<file path="src/rtl/wdog_pkg.sv">
package wdog_pkg;
  // Register selector codes shared by the read and write ports.
  typedef enum logic [1:0] {
    SEL_CTRL = 2'd0,
    SEL_CNT  = 2'd1,
    SEL_SRC  = 2'd2,
    SEL_NONE = 2'd3
  } reg_sel_e;

  // Control register fields, most significant first (bit 3 .. bit 0).
  typedef struct packed {
    logic ovf;   // bit 3: overflow flag
    logic rsel;  // bit 2: 1 = reset on wrap, 0 = NMI on wrap
    logic wdm;   // bit 1: 1 = watchdog mode, 0 = interval mode
    logic tme;   // bit 0: timer enable
  } ctl_t;

  localparam int CTL_W = $bits(ctl_t);
endpackage

</file>
<file path="src/rtl/wdog_count.sv">
module wdog_count #(
  parameter int CNT_W = 8
) (
  input  logic             clk,
  input  logic             rst_n,
  input  logic             tme,
  input  logic             tick,
  input  logic             hold,
  input  logic             wr_en,
  input  logic [CNT_W-1:0] wr_data,
  output logic [CNT_W-1:0] cnt,
  output logic             wrap
);
  localparam logic [CNT_W-1:0] ONE = CNT_W'(1);

  logic adv;

  // Hold has priority, then a write, then a tick.
  assign adv  = tme && tick && !hold && !wr_en;
  assign wrap = adv && (cnt == {CNT_W{1'b1}});

  always_ff @(posedge clk or negedge rst_n) begin
    if (!rst_n)     cnt <= '0;
    else if (hold)  cnt <= '0;
    else if (wr_en) cnt <= wr_data;
    else if (adv)   cnt <= cnt + ONE;
  end

  AST_CNT_FROZEN: assert property (@(posedge clk) disable iff (!rst_n)
    (!hold && !wr_en && !(tme && tick)) |=> $stable(cnt));
  AST_CNT_STEP: assert property (@(posedge clk) disable iff (!rst_n)
    (!hold && !wr_en && tme && tick) |=> (cnt == $past(cnt) + ONE));
  AST_CNT_HELD: assert property (@(posedge clk) disable iff (!rst_n)
    hold |=> (cnt == '0));
endmodule

</file>
<file path="src/rtl/wdog_pulse.sv">
module wdog_pulse #(
  parameter int LEN = 518
) (
  input  logic clk,
  input  logic rst_n,
  input  logic start,
  output logic active,
  output logic done
);
  localparam int LW = $clog2(LEN + 1);
  localparam logic [LW-1:0] LOAD = LW'(LEN);
  localparam logic [LW-1:0] ONE  = LW'(1);

  logic [LW-1:0] left;

  always_ff @(posedge clk or negedge rst_n) begin
    if (!rst_n)          left <= '0;
    else if (start)      left <= LOAD;
    else if (left != '0) left <= left - ONE;
  end

  assign active = (left != '0);
  assign done   = (left == ONE);

  AST_PULSE_START: assert property (@(posedge clk) disable iff (!rst_n)
    start |=> active);
  AST_PULSE_END: assert property (@(posedge clk) disable iff (!rst_n)
    (done && !start) |=> !active);
endmodule

</file>
<file path="src/rtl/wdog_ctrl.sv">
module wdog_ctrl
  import wdog_pkg::*;
(
  input  logic clk,
  input  logic rst_n,
  input  logic wr_en,
  input  ctl_t wr_val,
  input  logic ovf_set,
  input  logic wd_done,
  output ctl_t ctl,
  output logic xrst
);
  always_ff @(posedge clk or negedge rst_n) begin
    if (!rst_n) begin
      ctl  <= '0;
      xrst <= 1'b1;
    end else begin
      if (wr_en) begin
        ctl.tme  <= wr_val.tme;
        ctl.wdm  <= wr_val.wdm;
        ctl.rsel <= wr_val.rsel;
      end

      // Set wins over both ways of clearing.
      if (ovf_set)                    ctl.ovf <= 1'b1;
      else if (wd_done)               ctl.ovf <= 1'b0;
      else if (wr_en && !wr_val.ovf)  ctl.ovf <= 1'b0;

      if (wd_done) xrst <= 1'b0;
    end
  end

  AST_OVF_SET: assert property (@(posedge clk) disable iff (!rst_n)
    ovf_set |=> ctl.ovf);
  AST_SRC_CLEARED: assert property (@(posedge clk) disable iff (!rst_n)
    wd_done |=> !xrst);
endmodule

</file>
<file path="src/rtl/wdog_timer.sv">
module wdog_timer
  import wdog_pkg::*;
#(
  parameter int CNT_W   = 8,
  parameter int RST_LEN = 518
) (
  input  logic             clk,
  input  logic             pin_rst_n,
  input  logic             wr_en,
  input  logic [1:0]       wr_sel,
  input  logic [CNT_W-1:0] wr_data,
  input  logic [1:0]       rd_sel,
  output logic [CNT_W-1:0] rd_data,
  input  logic             tick,
  output logic             int_rst,
  output logic             nmi_req,
  output logic             itv_irq
);
  ctl_t             ctl;
  logic             xrst;
  logic [CNT_W-1:0] cnt;
  logic             wrap;
  logic             wd_done;
  logic             rst_start;
  logic             wr_ctl;
  logic             wr_cnt;

  assign wr_ctl    = wr_en && (wr_sel == SEL_CTRL);
  assign wr_cnt    = wr_en && (wr_sel == SEL_CNT);
  assign rst_start = wrap && ctl.wdm && ctl.rsel;

  wdog_ctrl u_ctrl (
    .clk     (clk),
    .rst_n   (pin_rst_n),
    .wr_en   (wr_ctl),
    .wr_val  (ctl_t'(wr_data[CTL_W-1:0])),
    .ovf_set (wrap),
    .wd_done (wd_done),
    .ctl     (ctl),
    .xrst    (xrst)
  );

  wdog_count #(.CNT_W(CNT_W)) u_count (
    .clk     (clk),
    .rst_n   (pin_rst_n),
    .tme     (ctl.tme),
    .tick    (tick),
    .hold    (int_rst),
    .wr_en   (wr_cnt),
    .wr_data (wr_data),
    .cnt     (cnt),
    .wrap    (wrap)
  );

  wdog_pulse #(.LEN(RST_LEN)) u_pulse (
    .clk    (clk),
    .rst_n  (pin_rst_n),
    .start  (rst_start),
    .active (int_rst),
    .done   (wd_done)
  );

  always_ff @(posedge clk or negedge pin_rst_n) begin
    if (!pin_rst_n) begin
      nmi_req <= 1'b0;
      itv_irq <= 1'b0;
    end else begin
      nmi_req <= wrap && ctl.wdm && !ctl.rsel;
      itv_irq <= wrap && !ctl.wdm;
    end
  end

  always_comb begin
    unique case (rd_sel)
      SEL_CTRL: rd_data = CNT_W'(ctl);
      SEL_CNT:  rd_data = cnt;
      SEL_SRC:  rd_data = CNT_W'(xrst);
      default:  rd_data = '0;
    endcase
  end

  AST_NMI_SINGLE: assert property (@(posedge clk) disable iff (!pin_rst_n)
    nmi_req |=> !nmi_req);
  AST_NMI_NO_RST: assert property (@(posedge clk) disable iff (!pin_rst_n)
    nmi_req |-> !int_rst);
  AST_IRQ_QUIET: assert property (@(posedge clk) disable iff (!pin_rst_n)
    itv_irq |-> (!nmi_req && !int_rst));
endmodule

</file>
<file path="config.mk">
export PLATFORM = sky130hd
export DESIGN_NAME = wdog_timer
export DESIGN_NICKNAME = d
export VERILOG_FILES = /design/src/rtl/wdog_pkg.sv /design/src/rtl/wdog_count.sv /design/src/rtl/wdog_pulse.sv /design/src/rtl/wdog_ctrl.sv /design/src/rtl/wdog_timer.sv
export SDC_FILE = /design/constraint.sdc
export NUM_CORES = 1
export LEC_CHECK = 0
export ABC_AREA = 1
export BUFFER_PORTS_ARGS = -buffer_cell sky130_fd_sc_hd__buf_2
export CORE_MARGIN = 2
export CORE_UTILIZATION = 30
export DETAILED_ROUTE_END_ITERATION = 12
export PLACE_DENSITY = 0.53
export SLEW_MARGIN = 20
export SYNTH_ARGS = -nofsm -noshare
export SYNTH_HDL_FRONTEND = slang
export SYNTH_HIERARCHICAL = 1
export SYNTH_SLANG_ARGS = --single-unit
</file>
<file path="constraint.sdc">
create_clock -name clk -period 3.2 [get_ports clk]
set_clock_uncertainty 0.1 [all_clocks]
set_input_delay 0.16 -clock clk [delete_from_list [all_inputs] [get_ports clk]]
set_output_delay 0.16 -clock clk [all_outputs]
set_load 0.01 [all_outputs]
</file>
==> results.py, run 1 <==
metrics = {
    "critical_path": {
        "worst_setup_path_endpoint": "u_pulse/left[7]",
        "setup.worst_path.end_class": "register",
        "timing.setup.critical_path_class": "register to register",
        "timing.critical_path.required_ns": 3.30,
        "crit-reg2reg-launch": "u_pulse/left[0]",
        "r2r_setup_slk_ns": 0.34,
        "timing.reg2reg.worst_path_depth": 14,
        "critPathLaunchType": "register",
        "timing.rr.end": "u_pulse/left[7]",
        "worst-path-max-fanout": 10,
        "critical_path_arrival_ns": 2.95,
        "critPathLaunch": "u_pulse/left[0]",
    },
    "layout": {
        "mostFrequentLayoutCells": "sky130_fd_sc_hd__nand2_1, sky130_fd_sc_hd__inv_1, sky130_fd_sc_hd__nor2_1, sky130_fd_sc_hd__nand3_1, sky130_fd_sc_hd__buf_2",
        "layout.cells.most_common": "sky130_fd_sc_hd__nand2_1",
        "final_cell_area_um2": 1940,
        "layout_area_overhead_pct": 17.0,
        "numnets_final": 281,
        "antennaDiodeCount": 0,
        "final_layout_size_suffix_gt1_share_pct": 23.4,
        "final_core_utilization_pct": 35.9,
    },
    "detailed_routing": {
        "detail_route.wirelength_um": 3690,
        "final_antenna_net_count": 0,
        "drt_drc_violations_left": 0,
        "met3RoutedLength_um": 215,
        "detail_routed_net_length_per_standard_cell_um": 11.1,
        "m1WireLength_um": 1920,
        "routed.top_layer": "met4",
        "drt_iter0_markers": 124,
        "drt_first_pass_iters": 4,
        "met2RoutedLength_um": 1520,
        "vias": 1488,
        "vias_per_cell": 4.47,
    },
    "global_routing": {
        "grt_pass1_wl_um": 6350,
        "grt_util_overall_pct": 13.1,
        "antenna_found_initial": 0,
        "grt_start_max_net_pins": 26,
        "grt_remaining_overflow": 0,
        "grt_pass1_vias": 1383,
    },
    "clocking": {
        "cts_tree": "done",
        "clockBufferDepth": 2,
        "cts.root.buffer_cell": "sky130_fd_sc_hd__clkbuf_8",
        "clk_transition_reported_paths_ns": 0.09,
        "clk_latency_ns": 0.27,
        "cts_num_sinks": 25,
        "cts-resized-gates": 0,
        "cts-buffers-inserted": 3,
        "htree_levels": 1,
    },
    "logic_synthesis": {
        "synth_top_cells_by_area": "sky130_fd_sc_hd__dfrtp_1, sky130_fd_sc_hd__nand2_1, sky130_fd_sc_hd__nand3_1, sky130_fd_sc_hd__inv_1, sky130_fd_sc_hd__nor2_1",
        "postSynthAreaPerCell_um2": 7.23,
        "synth.distinct_cells": 32,
        "synthDominantCellAreaShare_pct": 36.3,
        "syn-instance-count": 229,
        "cell_area_after_synthesis_um2": 1660,
        "yosys_register_bits": 25,
        "synth_top_cell_by_area": "sky130_fd_sc_hd__dfrtp_1",
        "synth_fp_nets": 248,
        "synthesis.yosys.warnings": 6,
        "synth.yosys.seq_area_share_pct": 37.8,
    },
    "floorplan": {
        "floorplan.die.height_um": 78.3,
        "die_width_um": 78.3,
        "io-pin-count": 27,
        "design.core.area_um2": 5410,
        "design.die.area_um2": 6130,
        "start_util_pct": 30.6,
        "fp-row-count": 27,
    },
    "timing": {
        "rsz_0062_raised_after_global_routing": "no",
        "final-max-slew-violation-count": 0,
        "setup-violations-final": 0,
        "worst_slew_margin_rel_pct": 53.7,
        "hold_viol": 0,
        "worst_pin_slew_ns": 0.689,
        "worst_path_setup_slack_after_routing_ns": 0.344,
        "timing.setup.tns_ns": 0,
        "finalCritPeriodShare_pct": 89.2,
        "achievable-frequency_ghz": 0.350,
        "post-route-min-period_ns": 2.86,
    },
    "power_and_ir_drop": {
        "net-switching-power_w": 0.000133,
        "share_clk_of_total_power_pct": 33.3,
        "design_power_total_w": 0.000561,
        "power.internal_w": 0.000428,
        "power_density_cells_nw_per_um2": 290,
        "ir_worst_vdd_uv": 112,
        "power.static_leakage_nw": 1.00,
        "power.share.sequential_pct": 58.8,
        "power.share.combinational_pct": 7.9,
        "p_sw_share_pct": 23.7,
    },
    "run_status": {
        "status": "finished, final reports clean",
    },
    "place": {
        "portBuffers": 26,
        "placed_area_um2": 1870,
        "finalWeightedCongestion": 0.814,
        "pre_cts_slack_ns": 0.359,
        "post_detail_place_hpwl_um": 2920,
    },
    "min_path": {
        "hold_path.class": "input port to register",
    },
    "job": {
        "drv_cap": 0,
    },
}
## timing repair
action	4_1_cts	5_1_grt
buffers inserted	0	0
endpoints found under the setup margin	0	0
hold endpoints to repair	25	0
hold buffers	2	0
## power by group through the flow
stage	registers [W]	logic [W]	clock network (W)
2_1_floorplan	0.000333	0.0000204	0
3_3_place_gp	0.000337	0.0000435	0
3_5_place_dp	0.000337	0.0000438	0
4_1_cts	0.000331	0.0000458	0.000203
5_1_grt	0.000331	0.0000516	0.000211
6_report	0.000330	0.0000446	0.000187
## synth_stat cells
library cell	count
sky130_fd_sc_hd__nor3b_2	1
sky130_fd_sc_hd__o21ai_1	5
sky130_fd_sc_hd__o22ai_1	1
sky130_fd_sc_hd__buf_6	1
sky130_fd_sc_hd__o21bai_1	1
sky130_fd_sc_hd__o21ai_2	4
sky130_fd_sc_hd__nand2_8	1
sky130_fd_sc_hd__nor2_8	1
sky130_fd_sc_hd__clkinv_1	1
sky130_fd_sc_hd__inv_1	35
sky130_fd_sc_hd__nor2_4	1
sky130_fd_sc_hd__nor3b_1	1
sky130_fd_sc_hd__nand4_1	5
sky130_fd_sc_hd__nor2_2	10
sky130_fd_sc_hd__nand2_2	3
sky130_fd_sc_hd__or2_1	1
sky130_fd_sc_hd__and2_1	1
sky130_fd_sc_hd__dfrtp_1	24
sky130_fd_sc_hd__nand3_4	1
sky130_fd_sc_hd__nand3_1	27
sky130_fd_sc_hd__a21oi_1	1
sky130_fd_sc_hd__ha_1	3
sky130_fd_sc_hd__nor2_1	28
sky130_fd_sc_hd__nand2_1	55
sky130_fd_sc_hd__or2_2	1
sky130_fd_sc_hd__nand2_4	3
sky130_fd_sc_hd__inv_2	3
sky130_fd_sc_hd__dfstp_2	1
sky130_fd_sc_hd__mux2i_1	1
sky130_fd_sc_hd__nor3_1	2
sky130_fd_sc_hd__nor3_2	1
sky130_fd_sc_hd__o21ai_0	5
## sequential cells by signal, indices dropped and copies added, names as in the netlist
| signal | count |
|---|---|
| u_pulse/left | 10 |
| u_ctrl/xrst | 1 |
| nmi_req | 1 |
| u_count/cnt | 8 |
| itv_irq | 1 |
| u_ctrl/ctl | 4 |
## layout make-up
class	count	area, um^2
clock buffers	4	45.0
fillers	607	3470
inverters	39	146
multi-input cells	164	872
flip-flops and latches	25	627
well taps	72	90.1
repair buffers	29	158
## routing by layer
layer / vias up / track usage (%)
met4: 0 / 4.74
met5: - / 0
met1: 670 / 19.4
met3: 2 / 2.18
met2: 30 / 19.1
li1: 786 / -
## worst min-delay path by stage
| stage | from | to | slack [ns] | cells past startpoint |
|---|---|---|---|---|
| 5_1_grt | wr_data[0] | u_ctrl/ctl[0] | 0.02 | 3 |
| 6_report | wr_data[0] | u_ctrl/ctl[0] | 0.02 | 3 |
| 3_5_place_dp | pin_rst_n | u_pulse/left[1] | 0.1 | 1 |
| 4_1_cts | wr_data[0] | u_ctrl/ctl[0] | 0.02 | 3 |
| 2_1_floorplan | pin_rst_n | itv_irq | -0.24 | 0 |
| 3_3_place_gp | pin_rst_n | u_pulse/left[2] | 0.1 | 1 |
## worst max-delay path, stage by stage (launching register included)
cell                       delay [ns]
sky130_fd_sc_hd__dfrtp_1         0.40
sky130_fd_sc_hd__inv_1           0.17
sky130_fd_sc_hd__ha_1            0.32
sky130_fd_sc_hd__nand2_4         0.10
sky130_fd_sc_hd__nor2_8          0.15
sky130_fd_sc_hd__nand2_2         0.11
sky130_fd_sc_hd__nor2_2          0.17
sky130_fd_sc_hd__nand2_1         0.08
sky130_fd_sc_hd__nor3_2          0.22
sky130_fd_sc_hd__nand2_1         0.10
sky130_fd_sc_hd__nor2_1          0.14
sky130_fd_sc_hd__clkinv_1        0.31
sky130_fd_sc_hd__nand3_4         0.24
sky130_fd_sc_hd__inv_2           0.07
sky130_fd_sc_hd__nor2_1          0.11
## metrics by stage
step / instances / hold slack [ns]
3_3_place_gp: 327 / 0.0956
6_report: 333 / 0.0197
3_5_place_dp: 327 / 0.0967
4_1_cts: 333 / 0.0162
5_1_grt: 333 / 0.0204
2_1_floorplan: 229 / -0.236
## logic make-up (layout without fill, tap and decap cells)
logic type / count (synthesis) / after routing / synth area share [%]
AO/OA/AOI/OAI: 17 / 17 / 6.27
adder cells (fa/ha/maj): 3 / 3 / 2.27
buffers and inverters: 40 / 72 / 9.52
AND/OR/NAND/NOR: 143 / 143 / 43.5
flip-flops: 25 / 25 / 37.8
multiplexers: 1 / 1 / 0.604
Power figures use the tool's default switching activity.
==> inputs of run 2 (changes only) <==
--- a/config.mk
+++ b/config.mk
@@ -11,6 +11,7 @@
 export CORE_UTILIZATION = 30
 export DETAILED_ROUTE_END_ITERATION = 12
 export PLACE_DENSITY = 0.53
+export REMOVE_ABC_BUFFERS = 1
 export SLEW_MARGIN = 20
 export SYNTH_ARGS = -nofsm -noshare
 export SYNTH_HDL_FRONTEND = slang
==> run 2 against run 1 <==
Compared with the run above: sequential power is essentially flat; global-route usage rose by 0.23 points; via count is 1.2% lower.
==> results.py, run 2 (synthesized netlist as in run 1, its figures left out) <==
metrics = {
    "layout": {
        "final_layout_size_suffix_gt1_share_pct": 23.5,
        "regArea_um2": 627,
        "layout_area_overhead_pct": 16.4,
        "final_core_utilization_pct": 35.7,
        "largestRegisters": "u_pulse/left: 10 flops, u_count/cnt: 8 flops, u_ctrl/ctl: 4 flops",
        "layout.cells.most_common": "sky130_fd_sc_hd__nand2_1",
        "mostFrequentLayoutCells": "sky130_fd_sc_hd__nand2_1, sky130_fd_sc_hd__inv_1, sky130_fd_sc_hd__nor2_1, sky130_fd_sc_hd__nand3_1, sky130_fd_sc_hd__buf_2",
        "registers.top_by_ff_count": "u_pulse/left",
        "multiInputGateArea_um2": 872,
        "numnets_final": 280,
        "antennaDiodeCount": 0,
        "fillers": 601,
        "flip_flop_count_of_the_largest_register_all_copies_and_words_added": 10,
    },
    "critical_path": {
        "timing.setup.critical_path_class": "register to register",
        "timing.rr.end": "u_pulse/left[5]",
        "worst_setup_path_endpoint": "u_pulse/left[5]",
        "critPathLaunch": "u_pulse/left[0]",
        "crit-reg2reg-launch": "u_pulse/left[0]",
        "critPathLaunchType": "register",
        "worst-path-max-fanout": 10,
        "timing.critical_path.required_ns": 3.30,
        "critical_path_arrival_ns": 2.93,
        "r2r_setup_slk_ns": 0.37,
        "timing.reg2reg.worst_path_depth": 14,
        "setup.worst_path.end_class": "register",
    },
    "clocking": {
        "clockBufferDepth": 2,
        "post-cts-setup-buffers": 0,
        "clk_latency_ns": 0.26,
        "cts-buffers-inserted": 3,
        "cts.root.buffer_cell": "sky130_fd_sc_hd__clkbuf_8",
        "cts_tree": "done",
        "htree_levels": 1,
        "cts_num_sinks": 25,
        "clk_transition_reported_paths_ns": 0.09,
    },
    "power_and_ir_drop": {
        "power.internal_w": 0.000428,
        "design_power_total_w": 0.000561,
        "net-switching-power_w": 0.000133,
        "ir_worst_vdd_uv": 119,
        "p_sw_share_pct": 23.8,
        "power.share.sequential_pct": 58.9,
        "power.static_leakage_nw": 0.996,
        "power.share.combinational_pct": 7.8,
        "share_clk_of_total_power_pct": 33.2,
        "power_density_cells_nw_per_um2": 291,
    },
    "timing": {
        "achievable-frequency_ghz": 0.353,
        "rsz_0062_raised_after_global_routing": "no",
        "finalCritPeriodShare_pct": 88.5,
        "worst_path_setup_slack_after_routing_ns": 0.368,
        "hold_viol": 0,
        "timing.setup.tns_ns": 0,
        "final-max-slew-violation-count": 0,
        "post-route-min-period_ns": 2.83,
        "worst_slew_margin_rel_pct": 52.5,
        "worst_pin_slew_ns": 0.708,
        "setup-violations-final": 0,
    },
    "place": {
        "portBuffers": 26,
        "finalWeightedCongestion": 0.853,
        "pre_cts_slack_ns": 0.378,
        "post_detail_place_hpwl_um": 2870,
    },
    "detailed_routing": {
        "final_antenna_net_count": 0,
        "vias": 1470,
        "drt_first_pass_iters": 4,
        "detail_routed_net_length_per_standard_cell_um": 10.9,
        "drt_drc_violations_left": 0,
        "vias_per_cell": 4.43,
        "detail_route.wirelength_um": 3620,
        "drt_iter0_markers": 118,
    },
    "global_routing": {
        "grt_start_max_net_pins": 26,
        "grt_pass1_wl_um": 6570,
        "grt_pass1_vias": 1413,
        "grt_remaining_overflow": 0,
        "grt_util_overall_pct": 13.3,
        "antenna_found_initial": 0,
    },
    "run_status": {
        "status": "finished, final reports clean",
    },
    "floorplan": {
        "floorplan.die.height_um": 78.3,
        "io-pin-count": 27,
        "start_util_pct": 30.6,
        "die_width_um": 78.3,
        "design.die.area_um2": 6130,
        "design.core.area_um2": 5410,
        "fp-row-count": 27,
    },
    "min_path": {
        "hold_path.class": "input port to register",
    },
    "job": {
        "drv_cap": 0,
    },
}
[run 2: what timing repair did]
action | CTS | global route
hold buffers | 1 | 0
resized for setup | 0 | 0
hold endpoints to repair | 24 | 0
endpoints found under the setup margin | 0 | 0
[run 2: how the worst min path moves through the flow]
stage / from / to / slack, ns / cells after the start
after global routing: wr_data[0] / u_ctrl/ctl[0] / 0.04 / 3
after global placement: pin_rst_n / u_pulse/left[1] / 0.09 / 1
after CTS: wr_data[2] / u_ctrl/ctl[2] / 0.01 / 3
after floorplan: pin_rst_n / itv_irq / -0.24 / 0
final: wr_data[1] / u_ctrl/ctl[1] / 0.02 / 3
after detailed placement: pin_rst_n / u_pulse/left[1] / 0.09 / 1
[run 2: final cells by class]
cell class | count | area share [%]
multi-input combinational | 164 | 45.2
sequential | 25 | 32.5
timing repair buffer | 28 | 7.66
inverter | 39 | 7.59
tap | 72 | 4.67
clock buffer | 4 | 2.34
[run 2: layer usage]
layer	track usage, %	routed length (um)
met5	0	0
met4	5.96	55
met3	1.95	169
met2	18.5	1440
met1	20.2	1950
[run 2: worst max-delay path: stages, from the launching register on]
cell	delay, ns
sky130_fd_sc_hd__dfrtp_1	0.40
sky130_fd_sc_hd__inv_1	0.17
sky130_fd_sc_hd__ha_1	0.34
sky130_fd_sc_hd__nand2_4	0.11
sky130_fd_sc_hd__nor2_8	0.15
sky130_fd_sc_hd__nand2_2	0.11
sky130_fd_sc_hd__nor2_2	0.17
sky130_fd_sc_hd__nand2_1	0.08
sky130_fd_sc_hd__nor3_2	0.22
sky130_fd_sc_hd__nand2_1	0.10
sky130_fd_sc_hd__nor2_1	0.13
sky130_fd_sc_hd__clkinv_1	0.31
sky130_fd_sc_hd__nand3_4	0.23
sky130_fd_sc_hd__inv_2	0.06
sky130_fd_sc_hd__nor2_1	0.10
[run 2: power groups by stage]
stage / registers [W] / clock network [W] / logic (W)
global placement: 0.000337 / 0 / 0.0000430
global route: 0.000332 / 0.000212 / 0.0000517
detailed placement: 0.000337 / 0 / 0.0000436
floorplan: 0.000333 / 0 / 0.0000193
CTS: 0.000331 / 0.000199 / 0.0000446
finish: 0.000331 / 0.000186 / 0.0000438
[run 2: stage by stage]
step | cells | area (um^2) | hold slack (ns)
after global routing | 332 | 1930 | 0.0385
after CTS | 332 | 1930 | 0.0139
after floorplan | 228 | 1650 | -0.236
final | 332 | 1930 | 0.0232
after global placement | 327 | 1870 | 0.0891
after detailed placement | 327 | 1870 | 0.0857
